$ cat config.mk
export PLATFORM = sky130hd
export DESIGN_NAME = video_sync_gen
export DESIGN_NICKNAME = d
export VERILOG_FILES = /design/src/rtl/sync_gen_pkg.sv /design/src/rtl/sync_hcount.sv /design/src/rtl/sync_vcount.sv /design/src/rtl/video_sync_gen.sv
export SDC_FILE = /design/constraint.sdc
export NUM_CORES = 1
export LEC_CHECK = 0
export BUFFER_PORTS_ARGS = -buffer_cell sky130_fd_sc_hd__buf_2
export CAP_MARGIN = 0
export CORE_MARGIN = 2
export CORE_UTILIZATION = 25
export CTS_CLUSTER_SIZE = 14
export DETAILED_ROUTE_END_ITERATION = 12
export PLACE_DENSITY = 0.37
export SYNTH_ARGS = -nofsm -noshare
export SYNTH_HDL_FRONTEND = slang
export SYNTH_SLANG_ARGS = --single-unit
$ cat constraint.sdc
create_clock -name clk -period 7.6 [get_ports clk]
set_input_delay 1.52 -clock clk [delete_from_list [all_inputs] [get_ports clk]]
set_output_delay 1.52 -clock clk [all_outputs]
set_load 0.01 [all_outputs]
$ cat src/rtl/sync_gen_pkg.sv
package sync_gen_pkg;

    typedef enum logic [2:0] {
        H_SYNC,
        H_GAP,
        H_BURST,
        H_BACK,
        H_ACTIVE
    } hphase_t;

    typedef enum logic [1:0] {
        V_SYNC,
        V_BLANK,
        V_ACTIVE
    } vphase_t;

endpackage

$ cat src/rtl/sync_hcount.sv
module sync_hcount
    import sync_gen_pkg::*;
#(
    parameter int LINE_CLKS   = 260,
    parameter int HSYNC_W     = 20,
    parameter int BURST_START = 24,
    parameter int BURST_W     = 10,
    parameter int HBLANK_W    = 45
) (
    input  logic    clk,
    input  logic    rst,
    input  logic    take_h,
    output hphase_t hph_nxt,
    output logic    line_begin,
    output logic    half_begin
);

    localparam int PW = $clog2(LINE_CLKS);
    localparam logic [PW-1:0] P_LAST   = PW'(LINE_CLKS - 1);
    localparam logic [PW-1:0] P_HALF   = PW'(LINE_CLKS / 2);
    localparam logic [PW-1:0] P_GAP    = PW'(HSYNC_W);
    localparam logic [PW-1:0] P_BURST  = PW'(BURST_START);
    localparam logic [PW-1:0] P_BACK   = PW'(BURST_START + BURST_W);
    localparam logic [PW-1:0] P_ACTIVE = PW'(HBLANK_W);

    logic [PW-1:0] pix;
    logic [PW-1:0] pix_nxt;
    hphase_t       hph;

    // next pixel position: genlock pulse or wrap sends it to 0
    always_comb begin
        if (take_h || pix == P_LAST) begin
            pix_nxt = '0;
        end else begin
            pix_nxt = pix + 1'b1;
        end
        line_begin = (pix_nxt == '0);
        half_begin = (pix_nxt == '0) || (pix_nxt == P_HALF);
    end

    // horizontal phase transitions, decided on the next count
    always_comb begin
        hph_nxt = hph;
        if (pix_nxt == '0) begin
            hph_nxt = H_SYNC;
        end else begin
            unique case (hph)
                H_SYNC:   if (pix_nxt == P_GAP)    hph_nxt = H_GAP;
                H_GAP:    if (pix_nxt == P_BURST)  hph_nxt = H_BURST;
                H_BURST:  if (pix_nxt == P_BACK)   hph_nxt = H_BACK;
                H_BACK:   if (pix_nxt == P_ACTIVE) hph_nxt = H_ACTIVE;
                H_ACTIVE: hph_nxt = H_ACTIVE;
            endcase
        end
    end

    // state register: reset parks at the last pixel so the first edge lands on 0
    always_ff @(posedge clk) begin
        if (rst) begin
            pix <= P_LAST;
            hph <= H_ACTIVE;
        end else begin
            pix <= pix_nxt;
            hph <= hph_nxt;
        end
    end

    AST_PIX_ADVANCE: assert property (@(posedge clk) disable iff (rst)
        (!take_h && pix != P_LAST) |=> (pix == $past(pix) + 1'b1));
    AST_PIX_WRAP: assert property (@(posedge clk) disable iff (rst)
        (pix == P_LAST) |=> (pix == '0 && hph == H_SYNC));
    AST_GLOCK_H: assert property (@(posedge clk) disable iff (rst)
        take_h |=> (pix == '0 && hph == H_SYNC));

endmodule

$ cat src/rtl/sync_vcount.sv
module sync_vcount
    import sync_gen_pkg::*;
#(
    parameter int FIELD_HALVES  = 525,
    parameter int VSYNC_HALVES  = 18,
    parameter int VBLANK_HALVES = 42
) (
    input  logic    clk,
    input  logic    rst,
    input  logic    take_v,
    input  logic    half_begin,
    output vphase_t vph_nxt,
    output logic    field_begin,
    output logic    field_nxt
);

    localparam int HW = $clog2(FIELD_HALVES);
    localparam logic [HW-1:0] L_LAST  = HW'(FIELD_HALVES - 1);
    localparam logic [HW-1:0] L_BLANK = HW'(VSYNC_HALVES);
    localparam logic [HW-1:0] L_ACT   = HW'(VBLANK_HALVES);

    logic [HW-1:0] hl;
    logic [HW-1:0] hl_nxt;
    logic          field;
    vphase_t       vph;

    // half-line counter and field parity
    always_comb begin
        field_begin = take_v || (half_begin && hl == L_LAST);
        if (take_v) begin
            hl_nxt    = '0;
            field_nxt = 1'b1;
        end else if (half_begin) begin
            if (hl == L_LAST) begin
                hl_nxt    = '0;
                field_nxt = ~field;
            end else begin
                hl_nxt    = hl + 1'b1;
                field_nxt = field;
            end
        end else begin
            hl_nxt    = hl;
            field_nxt = field;
        end
    end

    // vertical phase transitions
    always_comb begin
        vph_nxt = vph;
        if (field_begin) begin
            vph_nxt = V_SYNC;
        end else if (half_begin) begin
            unique case (vph)
                V_SYNC:   if (hl_nxt == L_BLANK) vph_nxt = V_BLANK;
                V_BLANK:  if (hl_nxt == L_ACT)   vph_nxt = V_ACTIVE;
                V_ACTIVE: vph_nxt = V_ACTIVE;
            endcase
        end
    end

    // state register: reset parks at the last half-line of an odd field
    always_ff @(posedge clk) begin
        if (rst) begin
            hl    <= L_LAST;
            field <= 1'b1;
            vph   <= V_ACTIVE;
        end else begin
            hl    <= hl_nxt;
            field <= field_nxt;
            vph   <= vph_nxt;
        end
    end

    AST_GLOCK_V: assert property (@(posedge clk) disable iff (rst)
        take_v |=> (hl == '0 && field && vph == V_SYNC));
    AST_FIELD_TOGGLE: assert property (@(posedge clk) disable iff (rst)
        (!take_v && half_begin && hl == L_LAST) |=> (field != $past(field)));
    AST_HL_HOLD: assert property (@(posedge clk) disable iff (rst)
        (!take_v && !half_begin) |=> ($stable(hl) && $stable(field)));

endmodule

$ cat src/rtl/video_sync_gen.sv
module video_sync_gen
    import sync_gen_pkg::*;
#(
    parameter int LINE_CLKS     = 260,
    parameter int HSYNC_W       = 20,
    parameter int BURST_START   = 24,
    parameter int BURST_W       = 10,
    parameter int HBLANK_W      = 45,
    parameter int FIELD_HALVES  = 525,
    parameter int VSYNC_HALVES  = 18,
    parameter int VBLANK_HALVES = 42
) (
    input  logic clk,
    input  logic rst,
    input  logic lock_en,
    input  logic ref_hsync,
    input  logic ref_vsync,
    output logic hdrive,
    output logic vdrive,
    output logic blank,
    output logic csync,
    output logic burst,
    output logic line_start,
    output logic field_start,
    output logic field_odd
);

    logic    take_h;
    logic    take_v;
    hphase_t hph_nxt;
    vphase_t vph_nxt;
    logic    line_begin;
    logic    half_begin;
    logic    field_begin;
    logic    field_nxt;
    logic    in_hs;
    logic    in_vs;

    assign take_h = lock_en & ref_hsync;
    assign take_v = lock_en & ref_vsync;

    sync_hcount #(
        .LINE_CLKS  (LINE_CLKS),
        .HSYNC_W    (HSYNC_W),
        .BURST_START(BURST_START),
        .BURST_W    (BURST_W),
        .HBLANK_W   (HBLANK_W)
    ) hcount_i (
        .clk       (clk),
        .rst       (rst),
        .take_h    (take_h),
        .hph_nxt   (hph_nxt),
        .line_begin(line_begin),
        .half_begin(half_begin)
    );

    sync_vcount #(
        .FIELD_HALVES (FIELD_HALVES),
        .VSYNC_HALVES (VSYNC_HALVES),
        .VBLANK_HALVES(VBLANK_HALVES)
    ) vcount_i (
        .clk        (clk),
        .rst        (rst),
        .take_v     (take_v),
        .half_begin (half_begin),
        .vph_nxt    (vph_nxt),
        .field_begin(field_begin),
        .field_nxt  (field_nxt)
    );

    assign in_hs = (hph_nxt == H_SYNC);
    assign in_vs = (vph_nxt == V_SYNC);

    // output register: decoded from the next phases so outputs align with the counters
    always_ff @(posedge clk) begin
        if (rst) begin
            hdrive      <= 1'b0;
            vdrive      <= 1'b0;
            blank       <= 1'b0;
            csync       <= 1'b0;
            burst       <= 1'b0;
            line_start  <= 1'b0;
            field_start <= 1'b0;
            field_odd   <= 1'b0;
        end else begin
            hdrive      <= in_hs;
            vdrive      <= in_vs;
            blank       <= (hph_nxt != H_ACTIVE) || (vph_nxt != V_ACTIVE);
            csync       <= in_hs ^ in_vs;
            burst       <= (hph_nxt == H_BURST) && !in_vs;
            line_start  <= line_begin;
            field_start <= field_begin;
            field_odd   <= field_nxt;
        end
    end

    AST_BURST_QUIET: assert property (@(posedge clk) disable iff (rst)
        burst |-> !vdrive);
    AST_HD_BLANKED: assert property (@(posedge clk) disable iff (rst)
        hdrive |-> blank);
    AST_LS_HD: assert property (@(posedge clk) disable iff (rst)
        line_start |-> hdrive);
    AST_FS_VD: assert property (@(posedge clk) disable iff (rst)
        field_start |-> vdrive);
    AST_GL_LINE: assert property (@(posedge clk) disable iff (rst)
        take_h |=> (line_start && hdrive));
    AST_GL_FIELD: assert property (@(posedge clk) disable iff (rst)
        take_v |=> (field_start && vdrive && field_odd));
    AST_FS_SINGLE: assert property (@(posedge clk) disable iff (rst)
        (field_start && !take_v) |=> !field_start);

endmodule

==> reports/results.txt <==
drc violations: 0
Total Power: 0.520 mW
CTS Hold Bufs: 0
setup TNS: 0 ns
P&R area growth vs syn: 9.70%
I/O Buffers: 12
# diodes: 0
initial antenna violation count: 0
DR vias/cell: 5.20
CTS root buf: clkbuf_8
htree depth: 2
ranking of synthesized cells by area: dfxtp_1 29%, nor2_1 4.8%, xnor2_1 4.3%
status: complete, no violations
Finished Layout Cells: 387
DR WL/cell: 15.6 um
Cell Rows: 34
crit path DAT: 4.30 ns
leak pwr: 0.914 nW
Crit Path Category: input pin to register
Placed Cells: 380
CTS Buffer Depth: 2
sequential share of the synthesized area: 0.294
Avg Cell Area, Syn: 8.22 um2
Async S/R FF share, synth: 0
DRC violation total after the first TritonRoute iteration: 143
mapped cell area: 2240 um2
Sink Count: 33
Cells on Worst Hold Path: 2
post-CTS setup buffers: 0
crit-path max FO: 16
Final Setup Violations: 0
filler instances: 938
Commonest cells post-synth: 33 x dfxtp_1, 29 x nor2_1, 21 x nand2_1
PwrDens: 211 nW/um2
full die area: 9750 um2
Setup crit end kind: register
Yosys reg bits: 33
Die Y: 98.8 um
first-pass GRT wire length: 10.2 mm
Post-synth EDFFs: 0
Num CTS Buffers: 5
dominant cell type by area after synthesis: dfxtp_1
HP Class: register to register
GRT Total Usage: 0.131
final estimated routing congestion in global placement: 0.782
Post-Route WL: 6.03 mm
CTS clock-pin slew for the worst setup and hold paths: 0.07 ns
top-count cell post-synth: dfxtp_1
share of cells above drive strength 1: 0.147
maximum vdd drop: 77.1 uV
Min Hold Slack: 0.491 ns
Detailed Routing Iterations Pass 1: 4
Initial Util: 0.257
Yosys Warn Count: 0
Layout Nets: 289
syn nets: 283
Slew Viols, Final: 0
CP Data Required Time: 7.82 ns
vias: 2012
Final Hold Fails: 0
Yosys top cell area share: 0.294
ys flop type: dfxtp_1
worst clock skew: 0.00777 ns
fin crit period: 4.07 ns
Max Fclk: 246 MHz
worst slew pin tran: 0.737 ns
largest net degree at the start of global routing: 17
total gr overflow: 0
post-detail-place hpwl: 4.48 mm
I/O pins: 13
die width: 98.8 um
CTS tree: built
crit start category: input pin
vias in the first global route: 1944
RSZ-0062 raised after global routing: false
Final ANT Viol Nets: 0
max-capacitance violation count: 0
Core ar.: 8720 um2
R2R depth: 11
Clock Latency Late Sink: 0.29 ns
Netlist cell types: 63
Final period util: 0.536
Reg2Reg Setup Slack: 3.90 ns
Synth Instances: 273
Resized Gates After CTS: 0
Rel. slew slack: 0.503
## final cells by class
cell class                 count  area (um2)  share of cell area
tap                          108         135              0.0549
clock buffer                   6        82.6              0.0335
timing repair buffer          12        60.1              0.0244
multi-input combinational    217        1480               0.601
clock inverter                 1        7.51             0.00305
sequential                    33         661               0.268
inverter                      10        37.5              0.0152
## registers in the layout, summed over array words and instances, names as in the netlist
register	flops
vcount_i.field	1
hcount_i.hph	3
hcount_i.pix	9
vcount_i.hl	10
field_start	1
vdrive	1
line_start	1
burst	1
hdrive	1
blank	1
vcount_i.vph	2
field_odd	1
csync	1
## cell families after synthesis
| group | after synthesis | synth area share |
|---|---|---|
| buffers and inverters | 23 | 0.0468 |
| adders and majority gates | 6 | 0.0323 |
| muxes | 2 | 0.00892 |
| and+or+nand+nor | 129 | 0.314 |
| DFF | 33 | 0.294 |
| AOI/OAI and AO/OA | 63 | 0.224 |
| xor gates and xnor gates | 17 | 0.0797 |
## power breakdown
part	total [mW]	internal, mW	switching, mW	leakage, nW
sequential	0.208	0.190	0.0181	0.271
clock	0.141	0.0717	0.0697	0.0433
combinational	0.170	0.0652	0.105	0.600
## cell usage in the layout, fill, tap and decap left out, types with 2 or more instances in the layout
master,n
nand2_1,21
nand4b_1,2
or2_2,3
and4_1,2
mux2i_1,2
nand3_1,7
a211oi_1,2
nor3_1,12
a31oi_1,3
dfxtp_1,33
a41oi_1,2
buf_2,12
clkbuf_8,6
inv_1,9
nand2b_1,3
o21ai_1,4
or3_1,6
xor2_1,4
nor4_1,6
nor2_1,29
o21a_1,4
a311oi_1,2
o211a_1,3
nand3_2,2
o21ai_0,15
o221ai_1,3
a211o_1,3
nor2b_1,4
a21oi_1,5
nand4_1,9
xnor2_1,11
and3_1,8
ha_1,5
and2_1,9
## worst max-delay path, stage by stage
cell and delay (ns):
buf_2 0.11, nand2_1 0.11, o31a_1 0.54, o31ai_2 0.23, a211oi_1 0.36, o21ai_1 0.11, or4_4 0.54, o311a_1 0.39
a21boi_2 0.20, mux2i_1 0.19
## stage by stage
stage	worst slack, ns	cell area, um2	util
floorplan	3.93	2240	-
global placement	3.28	2370	0.272
detailed placement	3.24	2370	0.272
CTS	3.53	2460	0.282
global route	3.38	2460	0.282
finish	3.53	2460	0.282
## routing by layer
metal / global-route usage / vias up / share of wire
li1: - / 1020 / -
met1: 0.189 / 960 / 0.51
met2: 0.201 / 26 / 0.45
met3: 0.0234 / 6 / 0.025
met4: 0.0348 / 0 / 0.013
met5: 0 / - / 0
## final timing paths
| kind | to | start |
|---|---|---|
| worst min register to register | vcount_i.field | vcount_i.field |
| worst min-delay path | vcount_i.field | vcount_i.field |
| worst max-delay path | csync | lock_en |
| worst max register to register | csync | hcount_i.pix[1] |
Power figures use the tool's default switching activity.
